===== config.mk =====
export PLATFORM = sky130hd
export DESIGN_NAME = des_round_key_gen
export DESIGN_NICKNAME = d
export VERILOG_FILES = /design/src/rtl/des_ks_pkg.sv /design/src/rtl/des_ks_pc1.sv /design/src/rtl/des_ks_pc2.sv /design/src/rtl/des_ks_rot.sv /design/src/rtl/des_ks_ctrl.sv /design/src/rtl/des_round_key_gen.sv
export SDC_FILE = /design/constraint.sdc
export NUM_CORES = 1
export LEC_CHECK = 0
export BUFFER_PORTS_ARGS = -buffer_cell sky130_fd_sc_hd__buf_2
export CELL_PAD_IN_SITES_DETAIL_PLACEMENT = 1
export CELL_PAD_IN_SITES_GLOBAL_PLACEMENT = 1
export CORE_ASPECT_RATIO = 0.8
export CORE_MARGIN = 1.5
export CORE_UTILIZATION = 44
export DETAILED_ROUTE_END_ITERATION = 7
export PLACE_DENSITY_LB_ADDON = 0.1
export SLEW_MARGIN = 20
export SYNTH_ARGS = -nofsm -noshare
export SYNTH_HDL_FRONTEND = slang
export SYNTH_HIERARCHICAL = 1
export SYNTH_SLANG_ARGS = --single-unit

===== constraint.sdc =====
create_clock -name clk -period 3.3 [get_ports clk]
set_clock_uncertainty 0.15 [all_clocks]
set_input_delay 0.825 -clock clk [delete_from_list [all_inputs] [get_ports clk]]
set_output_delay 0.825 -clock clk [all_outputs]
set_load 0.05 [all_outputs]

===== src/rtl/des_ks_pkg.sv =====
package des_ks_pkg;
    localparam int KEY_W  = 64;
    localparam int CD_W   = 56;
    localparam int HALF_W = CD_W / 2;
    localparam int RK_W   = 48;
    localparam int ROUNDS = 16;
    localparam int RND_W  = $clog2(ROUNDS);

    // Source positions, standard 1-based MSB-first numbering.
    localparam int PC1_TAB [CD_W] = '{
        57,49,41,33,25,17, 9, 1,58,50,42,34,26,18,
        10, 2,59,51,43,35,27,19,11, 3,60,52,44,36,
        63,55,47,39,31,23,15, 7,62,54,46,38,30,22,
        14, 6,61,53,45,37,29,21,13, 5,28,20,12, 4};

    localparam int PC2_TAB [RK_W] = '{
        14,17,11,24, 1, 5, 3,28,15, 6,21,10,
        23,19,12, 4,26, 8,16, 7,27,20,13, 2,
        41,52,31,37,47,55,30,40,51,45,33,48,
        44,49,39,56,34,53,46,42,50,36,29,32};

    typedef enum logic [1:0] {
        ST_IDLE,
        ST_RUN,
        ST_DONE
    } ks_state_e;

    // Round index (0-based) -> shift by two? Single shifts at 0,1,8,15.
    function automatic logic shift_two(input int idx);
        return !(idx == 0 || idx == 1 || idx == 8 || idx == ROUNDS - 1);
    endfunction
endpackage


===== src/rtl/des_ks_pc1.sv =====
module des_ks_pc1
    import des_ks_pkg::*;
(
    input  logic [KEY_W-1:0] key_i,
    output logic [CD_W-1:0]  cd_o
);
    localparam int NBYTES = KEY_W / 8;

    logic [NBYTES-1:0] parity_unused;

    for (genvar i = 0; i < CD_W; i++) begin : g_sel
        assign cd_o[CD_W-1-i] = key_i[KEY_W - PC1_TAB[i]];
    end

    for (genvar b = 0; b < NBYTES; b++) begin : g_par
        assign parity_unused[b] = key_i[8*b];
    end
endmodule


===== src/rtl/des_ks_pc2.sv =====
module des_ks_pc2
    import des_ks_pkg::*;
(
    input  logic [CD_W-1:0] cd_i,
    output logic [RK_W-1:0] rk_o
);
    for (genvar i = 0; i < RK_W; i++) begin : g_sel
        assign rk_o[RK_W-1-i] = cd_i[CD_W - PC2_TAB[i]];
    end
endmodule


===== src/rtl/des_ks_rot.sv =====
module des_ks_rot #(
    parameter int W = 28
) (
    input  logic [W-1:0] d_i,
    input  logic         right_i,
    input  logic         two_i,
    output logic [W-1:0] q_o
);
    always_comb begin
        unique case ({right_i, two_i})
            2'b00:   q_o = {d_i[W-2:0], d_i[W-1]};
            2'b01:   q_o = {d_i[W-3:0], d_i[W-1:W-2]};
            2'b10:   q_o = {d_i[0], d_i[W-1:1]};
            default: q_o = {d_i[1:0], d_i[W-1:2]};
        endcase
    end
endmodule


===== src/rtl/des_ks_ctrl.sv =====
module des_ks_ctrl
    import des_ks_pkg::*;
(
    input  logic             clk,
    input  logic             rst_n,
    input  logic             load_i,
    input  logic             step_i,
    input  logic             decrypt_i,
    output logic             run_o,
    output logic             adv_o,
    output logic             dec_o,
    output logic [RND_W-1:0] round_o
);
    localparam logic [RND_W-1:0] LAST = RND_W'(ROUNDS - 1);

    ks_state_e state_q, state_d;
    logic      last;

    assign last = (round_o == LAST);

    always_ff @(posedge clk) begin
        if (!rst_n) state_q <= ST_IDLE;
        else        state_q <= state_d;
    end

    always_comb begin
        state_d = state_q;
        unique case (state_q)
            ST_IDLE: if (load_i) state_d = ST_RUN;
            ST_RUN: begin
                if (load_i)              state_d = ST_RUN;
                else if (step_i && last) state_d = ST_DONE;
            end
            ST_DONE: if (load_i) state_d = ST_RUN;
            default: state_d = ST_IDLE;
        endcase
    end

    always_comb begin
        run_o = (state_q == ST_RUN);
        adv_o = run_o && step_i && !load_i && !last;
    end

    always_ff @(posedge clk) begin
        if (!rst_n) begin
            round_o <= '0;
            dec_o   <= 1'b0;
        end else if (load_i) begin
            round_o <= '0;
            dec_o   <= decrypt_i;
        end else if (adv_o) begin
            round_o <= round_o + 1'b1;
        end
    end
endmodule


===== src/rtl/des_round_key_gen.sv =====
module des_round_key_gen
    import des_ks_pkg::*;
(
    input  logic             clk,
    input  logic             rst_n,
    input  logic [63:0]      key_i,
    input  logic             load_i,
    input  logic             decrypt_i,
    input  logic             step_i,
    output logic [47:0]      rkey_o,
    output logic [3:0]       round_o,
    output logic             valid_o
);
    logic [CD_W-1:0]  pc1_cd, cd_q, rot_src, rot_out;
    logic             run, adv, dec_mode, rot_right, rot_two;
    logic [RND_W-1:0] rnd;
    int               sh_idx;

    des_ks_pc1 u_pc1 (.key_i(key_i), .cd_o(pc1_cd));

    des_ks_ctrl u_ctrl (
        .clk(clk), .rst_n(rst_n), .load_i(load_i), .step_i(step_i),
        .decrypt_i(decrypt_i), .run_o(run), .adv_o(adv),
        .dec_o(dec_mode), .round_o(rnd)
    );

    // Encrypt: next index's left shift. Decrypt: undo the current key's shift.
    always_comb begin
        sh_idx    = dec_mode ? (ROUNDS - 1 - int'(rnd)) : (int'(rnd) + 1);
        rot_src   = load_i ? pc1_cd : cd_q;
        rot_right = load_i ? 1'b0 : dec_mode;
        rot_two   = load_i ? 1'b0 : shift_two(sh_idx);
    end

    for (genvar h = 0; h < 2; h++) begin : g_half
        des_ks_rot #(.W(HALF_W)) u_rot (
            .d_i    (rot_src[h*HALF_W +: HALF_W]),
            .right_i(rot_right),
            .two_i  (rot_two),
            .q_o    (rot_out[h*HALF_W +: HALF_W])
        );
    end

    always_ff @(posedge clk) begin
        if (!rst_n)      cd_q <= '0;
        else if (load_i) cd_q <= decrypt_i ? pc1_cd : rot_out;
        else if (adv)    cd_q <= rot_out;
    end

    des_ks_pc2 u_pc2 (.cd_i(cd_q), .rk_o(rkey_o));

    assign round_o = rnd;
    assign valid_o = run;
endmodule


==> results.yml <==
logic_synthesis:
  syn_nets: 675
  synthFlopType: "dfxtp_1"
  synth_warnings: 6
  syn_avg_cell_area_um2: 10.2
  synth.distinct_cells: 37
  synthCells: 604
  ys_seq_area_share_pct: 20.5
  synth_edf_count: 0
  synth_async_sr_flop_share_pct: 0
  synthesis.area_um2: 6160
  ys_seq_elements: 63
pwr:
  power_density_nw_per_um2: 428
  p_leak_nw: 3.03
  irDropWorstVdd_v: 0.000243
placed_design:
  dp_hpwl_mm: 10.5
  pre_cts_ws_ns: 0.298
  numPortBuffers: 113
  placed_area_um2: 6010
  gp_congestion: 0.762
routing:
  routedWlPerCell_um: 20.3
  routed_wl_mm: 15.5
  vias: 4643
  firstDrtPassIters: 4
  ant_nets: 0
  vias_per_cell: 6.05
  drt_iter0_markers: 211
  drc: 0
cells_and_area:
  drive_gt1_share_pct: 46.8
  final_nets: 653
  areaGrowthSynthToFinish_pct: 2.25
  finalInstanceArea_um2: 6300
  antenna_cells: 0
  final_cell_mix: "buf_2 (112), nand3_1 (85), dfxtp_1 (63)"
  layout_commonest_cell: "buf_2"
  final_util_pct: 46.3
floorplanning:
  dieArea_um2: 14700
  start_util_pct: 45.3
  die_height_um: 109
  dieWidth_um: 135
  core_area_um2: 13600
  pin_count: 122
  rows: 38
hold_path:
  hold_path_class: "reg2reg"
global_route:
  grt_max_degree: 67
  overflow: 0
  grt_pass1_vias: 4624
  grt_pass1_wl_mm: 24.9
  antenna_found_initial: 0
  grt_usage_pct: 21.7
timing:
  hold_viol: 0
  fin_crit_ns: 3.01
  setup_viol: 0
  relSlewSlack_pct: 53.9
  post-route-period-util_pct: 91.1
  fin_ws_ns: 0.293
  slew_violations: 0
  tns_ns: 0
  grt_setup_unrepaired: "no"
  max_freq_ghz: 0.333
  worst_pin_slew_ns: 0.691
setup_path:
  crit_chain: "ha_1, and3_1, nor2_1, o211ai_1, a211oi_4, buf_12, mux4_1, nand2_1, nand3_2, o211a_1"
  slowest_delay_ns: 0.58
  cp_slowest_cell: "mux4_1"
  critPathBufInv: 1
  critPathLaunchType: "flip-flop"
  required_ns: 3.38
  crit_type: "reg2reg"
  worstPathArrival_ns: 3.09
  end_kind: "flip-flop"
  cp_max_fo: 28
  crit_family: "compound AO/OA/AOI/OAI gates"
clocking:
  cts_root_buffer: "clkbuf_16"
  htreeDepth: 3
  cts_tree: "built"
  clkTransAtPathRegs_ns: 0.06
  max-clock-path-buffers: 2
  post_cts_buffers: 0
  cts_resized: 0
  cts_hold_buffers: 0
  cts_buffers: 9
  clk_latency_ns: 0.35
  cts.sinks: 63
job:
  max-cap-violations: 0
outcome:
  status: "completed"
-- through the flow --
stage	instances	hold WS, ns	power (mW)
2_1_floorplan	604	0.318	1.65
6_report	767	0.345	2.69
3_3_place_gp	751	0.326	1.71
5_1_grt	767	0.369	2.83
4_1_cts	767	0.350	2.72
3_5_place_dp	751	0.337	1.74
-- power breakdown --
group,switching [mW],internal [mW],total [mW]
combinational,0.510,0.343,0.854
sequential,0.0461,0.824,0.870
clock,0.368,0.602,0.970
total,0.924,1.77,2.69
-- worst register-to-register path, cell delays in order (launching register included) --
cell and delay, ns:
dfxtp_1 0.47, ha_1 0.32, and3_1 0.19, nor2_1 0.09
o211ai_1 0.13, a211oi_4 0.38, buf_12 0.27, mux4_1 0.60
nand2_1 0.10, nand3_2 0.07, o211a_1 0.14
-- layout make-up --
class	instances	area, um2
well taps	180	225
repair buffers	128	768
multi-input cells	379	3750
inverters	1	3.75
fillers	1544	7300
clock buffers	12	246
clock inverters	4	45.0
flip-flops and latches	63	1260
-- cells in the mapped netlist (all sizes together) (2+ instances only) --
library cell,instances,area (um2)
ha,2,25.0
clkbuf,21,78.8
mux2,56,631
nor3,2,10.0
nor2b,2,12.5
mux4,56,1310
a21oi,6,30.0
o21ai,2,10.0
and3,2,12.5
buf,140,1090
dfxtp,63,1260
nor2,3,11.3
nand3,115,726
nand2,59,221
o211a,57,571
or3,3,18.8
nand2b,2,12.5
-- flip-flops by register name (all words and copies together) (netlist names) --
signal          count
cd_q               56
u_ctrl/dec_o        1
u_ctrl/round_o      4
u_ctrl/state_q      2
-- worst paths after layout --
| path | cells past startpoint | end | slack (ns) | from |
|---|---|---|---|---|
| hold reg to reg | 1 | cd_q[34]$_SDFFE_PN0P_ | 0.35 | cd_q[34]$_SDFFE_PN0P_ |
| setup / recovery | 10 | cd_q[7]$_SDFFE_PN0P_ | 0.29 | u_ctrl/round_o[0]$_SDFFE_PP0P_ |
| hold / removal | 1 | cd_q[34]$_SDFFE_PN0P_ | 0.35 | cd_q[34]$_SDFFE_PN0P_ |
| setup reg to reg | 10 | cd_q[7]$_SDFFE_PN0P_ | 0.29 | u_ctrl/round_o[0]$_SDFFE_PP0P_ |
-- cells by family (layout without fill, tap and decap cells) --
kind of cell / count (synthesis) / after routing / share of synthesized area (%)
flip-flops: 63 / 63 / 20.5
AO/OA/AOI/OAI: 70 / 70 / 10.5
AND/OR/NAND/NOR: 194 / 194 / 17.8
multiplexers: 113 / 113 / 31.7
buffers and inverters: 162 / 145 / 19.1
adder cells (fa/ha/maj): 2 / 2 / 0.406
-- metal layers --
layer / GRT usage [%] / part of all wire, % / vias to the layer above
li1: - / - / 2131
met1: 29.5 / 47 / 2389
met2: 35.0 / 47 / 114
met3: 5.11 / 5.2 / 9
met4: 5.30 / 0.79 / 0
met5: 0 / 0 / -
Note: power is estimated with default switching activity, not from simulation.
